$ cat src/rtl/fir3_seq.sv
module fir3_seq #(
  parameter int W_IN = 24,
  parameter logic [W_IN-1:0] C0 = 24'h000123,
  parameter logic [W_IN-1:0] C1 = 24'h000456,
  parameter logic [W_IN-1:0] C2 = 24'h000789
) (
  input  logic                 clk,
  input  logic                 rst,
  input  logic                 in_valid,
  input  logic [W_IN-1:0]      sample,
  output logic [2*W_IN-1:0]    result,
  output logic                 out_ready
);
  localparam int W_OUT = 2 * W_IN;

  typedef enum logic [2:0] {S_WAIT, S_LOAD, S_CALC1, S_CALC2, S_CALC3, S_SHIFT} state_t;

  state_t            state;
  logic [W_IN-1:0]   rin, rs0, rs1, op, cf;
  logic [W_OUT-1:0]  acc, prod;

  always_comb begin
    case (state)
      S_CALC2: begin op = rs0; cf = C1; end
      S_CALC3: begin op = rs1; cf = C2; end
      default: begin op = rin; cf = C0; end
    endcase
  end

  assign prod = W_OUT'(op) * W_OUT'(cf);

  always_ff @(posedge clk) begin
    if (rst) begin
      state     <= S_WAIT;
      rin       <= '0;
      rs0       <= '0;
      rs1       <= '0;
      acc       <= '0;
      result    <= '0;
      out_ready <= 1'b0;
    end else begin
      out_ready <= 1'b0;
      case (state)
        S_WAIT:  if (in_valid) begin rin <= sample; state <= S_LOAD; end
        S_LOAD:  state <= S_CALC1;
        S_CALC1: begin acc <= prod;       state <= S_CALC2; end
        S_CALC2: begin acc <= acc + prod; state <= S_CALC3; end
        S_CALC3: begin acc <= acc + prod; state <= S_SHIFT; end
        S_SHIFT: begin
          result    <= acc;
          rs1       <= rs0;
          rs0       <= rin;
          out_ready <= 1'b1;
          state     <= S_WAIT;
        end
        default: state <= S_WAIT;
      endcase
    end
  end

  AST_RESET_CLEARS: assert property (@(posedge clk) rst |=> (result == '0 && !out_ready && rs0 == '0 && rs1 == '0));
  AST_ACCEPT_CAPTURE: assert property (@(posedge clk) disable iff (rst)
    (state == S_WAIT && in_valid) |=> (state == S_LOAD && rin == $past(sample)));
  AST_READY_SINGLE: assert property (@(posedge clk) disable iff (rst) out_ready |=> !out_ready);
  AST_READY_CARRIES_ACC: assert property (@(posedge clk) disable iff (rst)
    (state == S_SHIFT) |=> (out_ready && result == $past(acc)));
  AST_BUSY_NO_READY: assert property (@(posedge clk) disable iff (rst)
    (state == S_LOAD || state == S_CALC1 || state == S_CALC2 || state == S_CALC3) |-> !out_ready);
  AST_BUSY_KEEPS_RIN: assert property (@(posedge clk) disable iff (rst)
    (state != S_WAIT) |=> $stable(rin));
  AST_RESULT_HOLD: assert property (@(posedge clk) disable iff (rst)
    (state != S_SHIFT) |=> $stable(result));
  AST_DELAY_ADVANCE: assert property (@(posedge clk) disable iff (rst)
    (state == S_SHIFT) |=> (rs1 == $past(rs0) && rs0 == $past(rin)));
endmodule

$ cat config.mk
export PLATFORM = sky130hd
export DESIGN_NAME = fir3_seq
export DESIGN_NICKNAME = d
export VERILOG_FILES = /design/src/rtl/fir3_seq.sv
export SDC_FILE = /design/constraint.sdc
export NUM_CORES = 1
export LEC_CHECK = 0
export ABC_AREA = 1
export BUFFER_PORTS_ARGS = -buffer_cell sky130_fd_sc_hd__buf_2
export CORE_UTILIZATION = 64
export DETAILED_ROUTE_END_ITERATION = 16
export HOLD_SLACK_MARGIN = 0.03
export PLACE_DENSITY = 0.82
export SYNTH_ARGS = -nofsm -noshare
export SYNTH_HDL_FRONTEND = slang
export SYNTH_SLANG_ARGS = --single-unit
$ cat constraint.sdc
create_clock -name clk -period 9.4 [get_ports clk]
set_input_delay 1.41 -clock clk [delete_from_list [all_inputs] [get_ports clk]]
set_output_delay 1.41 -clock clk [all_outputs]
set_load 0.03 [all_outputs]
==> results of run 1 <==
-- layout make-up --
type,instances,share of cell area (%)
clock buffers,21,2.34
clock inverters,11,0.572
inverters,553,10.8
multi-input cells,1817,63.6
flip-flops and latches,172,17.9
well taps,378,2.46
repair buffers,86,2.38
-- power groups by stage --
stage	logic, W	registers [W]	clock network [W]
floorplan	0.00150	0.000834	0
global placement	0.00197	0.000854	0
detailed placement	0.00200	0.000855	0
CTS	0.00202	0.000839	0.000709
global route	0.00231	0.000847	0.000734
finish	0.00205	0.000842	0.000708
-- routing by layer --
layer  global-route usage, %  vias up  wire, um
met5                       0        -         0
met4                    13.9        0      1610
met3                    5.51      113      3740
met2                    59.9      704     22900
met1                    49.4     7919     22000
li1                        -     8126         -
-- synthesized netlist by cell type, drive strengths merged --
cell type / number / area share (%)
or2: 10 / 0.35
and2: 7 / 0.24
a22oi: 6 / 0.25
nand3: 170 / 4.8
a22o: 1 / 0.048
nand3b: 3 / 0.12
fa: 197 / 22
xor2: 17 / 0.82
o211ai: 4 / 0.17
a21o: 3 / 0.12
buf: 33 / 1.0
o21a: 2 / 0.083
nand2b: 2 / 0.069
nor3: 19 / 0.53
a21boi: 5 / 0.21
ha: 124 / 8.6
nand4: 9 / 0.31
a31oi: 6 / 0.21
xnor2: 5 / 0.24
o22ai: 2 / 0.069
a21oi: 238 / 6.6
nor4: 2 / 0.069
nand2: 582 / 12
dfxtp: 172 / 19
o21ai: 125 / 3.5
inv: 553 / 11
clkbuf: 44 / 0.91
nor2: 265 / 5.7
o21bai: 12 / 0.50
and3: 1 / 0.035
-- path summary, 6_finish.rpt --
| kind | slack [ps] | end | from | cells past startpoint |
|---|---|---|---|---|
| setup / recovery | 1090 | acc[35] | state[1] | 40 |
| hold / removal | 460 | result[0] | result[0] | 2 |
| setup reg to reg | 1090 | acc[35] | state[1] | 40 |
| hold reg to reg | 460 | result[0] | result[0] | 2 |
-- registers in the layout (all words and copies together) (netlist names) --
name / cells
acc: 48
result: 48
rin: 24
rs0: 24
rs1: 24
state: 3
out_ready: 1
-- cells by family after synthesis --
| family | share of synthesized area [%] |
|---|---|
| AOI/OAI and AO/OA | 11.7 |
| xor gates and xnor gates | 1.07 |
| adders and majority gates | 30.4 |
| buffers and inverters | 13.4 |
| DFF | 19.0 |
| and+or+nand+nor | 24.4 |
-- critical path, delay by kind of cell (launching register included) --
kind	cells	cell delay (ps)
fa+ha+maj	7	2760
simple gates	21	2740
buf+inv	9	1560
compound gates	3	550
flops	1	470
-- per-stage QoR --
step           power, W  util [%]  hold slack [ps]
3_5_place_dp    0.00285      67.3              444
5_1_grt         0.00389      69.3              475
6_report        0.00360      69.3              456
2_1_floorplan   0.00234         -              430
4_1_cts         0.00357      69.3              458
3_3_place_gp    0.00282      67.3              441
==> impl_metrics.ini, run 1 <==
[status]
status = finished clean

[synth]
synthCells = 2619
ys_types = 43
seq_area_frac_synth_pct = 19.0
syn_nets = 2967
synth.avg_cell_area_sq_um = 6.91
synth_seq_cells = 172
netlist_area_sq_um = 18100
ys_warn_count = 0

[setup_path]
cp-end-kind = flip-flop
cpMostUsedCell = nand2_1
crit_fanout = 46
worstPathArrival_ps = 8630
critPathKind = reg -> reg
max_stage_delay_ps = 580
required_ps = 9720
crit_path_start_kind = flip-flop
cpMaxStageDelayCell = buf_4

[floorplanning]
die_w_um = 170
rows = 61
die_h_um = 170
coreArea_sq_um = 27800
io_pins = 76
initial_core_util_pct = 65.1
die-area_sq_um = 28900

[route]
vias_per_cell = 5.55
drtPass1Iterations = 8
ant_nets = 0
drc = 0
vias = 16900
routedWlPerCell_um = 16.5
wl_um = 50200
first_iter_violations = 1574

[clock_network]
postCtsSetupBuffers = 0
clk_pin_slew_ps = 80
clkLatencyLatePin_ps = 470
post_cts_resized = 0
holdBufCountCts = 0
clockRootBuffer = clkbuf_16
cts_buffer_depth = 2
htree_levels = 4
cts_buffers = 17
cts_tree = done
cts.sinks = 172

[layout]
mostFrequentLayoutCell = nand2_1
fin_area_sq_um = 19200
multi_input_area_sq_um = 12200
ff_latch_area_sq_um = 3440
n_fill_cell = 2440
finalNonFillerCells = 3038
syn_to_final_growth_pct = 6.41
antennaDiodeCount = 0
final_cell_mix = 578 x nand2_1, 547 x inv_1, 255 x nor2_1, 237 x a21oi_1, 197 x fa_1
drive_gt1_share_pct = 5.45
fin_nets = 2995

[global_routing]
grt.total_usage_pct = 36.7
grt_max_degree = 97
grt_pass1_wl_um = 82400
grt_antenna_before_repair = 0
gr-total-overflow = 0
grt_pass1_vias = 16400

[timing]
setup_violations = 0
skew_ps = 13.7
setup_ws_ps = 1090
finalMaxSlewViolations = 0
period_share_pct = 88.4
rsz0062_at_grt = false
hold_viol = 0
fmax_ghz = 0.120
tns_ps = 0
worst_pin_slew_ps = 1140
relSlewSlack_pct = 23.8
fin_crit_ps = 8310

[power_and_ir_drop]
p_comb_share_pct = 57.0
leakage_nw = 10.2
pwr-share-seq_pct = 23.4
p_per_area_nw_per_um2 = 187
p_int_w = 0.00183
p_sw_share_pct = 49.1
ir_worst_vdd_uv = 164
power_switching_w = 0.00177
clkPwrFrac_pct = 19.6

[place]
dp_hpwl_um = 40300
placed_cells = 3006
portBuffers = 75
place.gp.congestion = 1.01
post_dp_cell_area_sq_um = 18700
place_ws_ps = 1340

[min_path]
hold_class = reg -> reg

[job]
maxCapViolCount = 0
(Power assumes the default switching activity.)
==> inputs of run 2 (changes only) <==
--- a/config.mk
+++ b/config.mk
@@ -10,6 +10,7 @@
 export CORE_UTILIZATION = 64
 export DETAILED_ROUTE_END_ITERATION = 16
 export HOLD_SLACK_MARGIN = 0.03
+export MAX_ROUTING_LAYER = met4
 export PLACE_DENSITY = 0.82
 export SYNTH_ARGS = -nofsm -noshare
 export SYNTH_HDL_FRONTEND = slang
==> run 2 against run 1 <==
  * Critical path depth shrank 2
  * Sequential share of layout area is essentially flat
  * Design area grew 0.18%
  * Sequential cell count is the same
  * Clock power grew 6.1%
  * Via count shrank 0.87%
  * Power grew 0.94%
  * Clock skew grew 1.5 ps
  * Worst setup slack lost 140 ps
  * Sequential power is essentially flat
  * Worst hold slack is essentially flat
  * Critical endpoint is now acc[39]
  * Largest cell class unchanged
  * Highest routed layer unchanged
==> impl_metrics.ini, run 2 (synthesis gave the netlist of run 1 again) <==
[job]
maxCapViolCount = 0

[clock_network]
clkLatencyLatePin_ps = 470
clockRootBuffer = clkbuf_16
postCtsSetupBuffers = 0
cts_buffer_depth = 2
cts_buffers = 17
cts_tree = done
post_cts_resized = 0
htree_levels = 4
clk_pin_slew_ps = 70
holdBufCountCts = 0
cts.sinks = 172

[layout]
fin_nets = 2995
multi_input_area_sq_um = 12200
ff_latch_area_sq_um = 3440
final_cell_mix = 578 x nand2_1, 547 x inv_1, 255 x nor2_1, 237 x a21oi_1, 197 x fa_1
drive_gt1_share_pct = 5.53
n_fill_cell = 2477
antennaDiodeCount = 0
mostFrequentLayoutCell = nand2_1
syn_to_final_growth_pct = 6.60
reg_top3 = acc: 48 flops, result: 48 flops

[power_and_ir_drop]
ir_worst_vdd_uv = 158
p_per_area_nw_per_um2 = 189
total_power_w = 0.00364
leakage_nw = 10.2

[setup_path]
required_ps = 9760
rr_worst_depth = 38
max_stage_delay_ps = 580
cp-end-kind = flip-flop
r2r-start = state[1]
reg2reg_setup_slack_ps = 950
worstPathArrival_ps = 8810
crit_fanout = 26
cpMostUsedCell = nand2_1
cpMaxStageDelayCell = fa_1
crit_path_start_kind = flip-flop
critPathKind = reg -> reg
r2r_end = acc[39]

[timing]
hold_viol = 0
fin_crit_ps = 8450
setup_violations = 0
skew_ps = 15.3
period_share_pct = 89.9
setup_ws_ps = 951
relSlewSlack_pct = 23.2
hold-worst-slack_ps = 456
finalMaxSlewViolations = 0
rsz0062_at_grt = false
tns_ps = 0
worst_pin_slew_ps = 1150
fmax_ghz = 0.118

[status]
status = finished clean

[floorplanning]
io_pins = 76
die_h_um = 170
coreArea_sq_um = 27800
die-area_sq_um = 28900
die_w_um = 170
rows = 61
initial_core_util_pct = 65.1

[min_path]
hold_class = reg -> reg
hold_path.startpoint = rs1[22]
holdPathStages = 2
hold_path_end = rs1[22]

[route]
first_iter_violations = 1309
drtPass1Iterations = 6
vias_per_cell = 5.50
ant_nets = 0
vias = 16700
routedWlPerCell_um = 16.7
drc = 0
wl_um = 50700

[global_routing]
grt_max_degree = 97
grt_pass1_wl_um = 82500
grt.total_usage_pct = 38.2
gr-total-overflow = 0
grt_pass1_vias = 16500
grt_antenna_before_repair = 0

[place]
place_ws_ps = 1190
portBuffers = 75
place.gp.congestion = 1.01
dp_hpwl_um = 40900
[run 2: cell count changes in the layout (fill, tap and decap cells not counted)]
cell        change
inv_8           +1
bufinv_16       +1
clkinvlp_4      -3
clkinv_2        +1
clkbuf_1        -2
inv_6           +2
[run 2: stage by stage]
stage	utilization, %	std cells	area, sq um
floorplan	-	2619	18100
global placement	67.3	3006	18700
detailed placement	67.3	3006	18700
CTS	69.4	3038	19300
global route	69.4	3038	19300
finish	69.4	3038	19300
[run 2: how the worst max path moves through the flow]
stage	startpoint	endpoint	slack, ps	cells after the start
floorplan	state[0]	acc[35]	2810	37
global placement	state[1]	acc[40]	1220	39
detailed placement	state[1]	acc[35]	1190	40
CTS	state[1]	acc[35]	1140	41
global route	state[1]	acc[39]	370	41
finish	state[1]	acc[39]	950	38
[run 2: per-layer routing]
metal | global-route usage, % | wire, um | vias up
met5 | - | 0 | -
met4 | 13.5 | 1620 | 0
met3 | 7.12 | 3670 | 108
met2 | 60.3 | 23100 | 610
met1 | 49.3 | 22200 | 7889
li1 | - | - | 8108
[run 2: layout make-up]
class | instances | share of cell area, %
repair buffers | 86 | 2.38
clock buffers | 19 | 2.30
flip-flops and latches | 172 | 17.9
well taps | 378 | 2.45
inverters | 553 | 10.8
multi-input cells | 1817 | 63.5
clock inverters | 13 | 0.785
[run 2: where the power goes]
| part | internal (W) | leakage (nW) | switching [W] |
|---|---|---|---|
| logic | 0.000671 | 8.52 | 0.00137 |
| clock network | 0.000405 | 0.295 | 0.000345 |
| registers | 0.000785 | 1.39 | 0.0000559 |
[run 2: worst max-delay path: cells and delay by family (launching register included)]
family                   cells  cell delay (ps)
AND/OR/NAND/NOR             21             3210
adder cells (fa/ha/maj)      7             3170
buffers and inverters        8             1100
flip-flops                   1              470
AO/OA/AOI/OAI                2              360
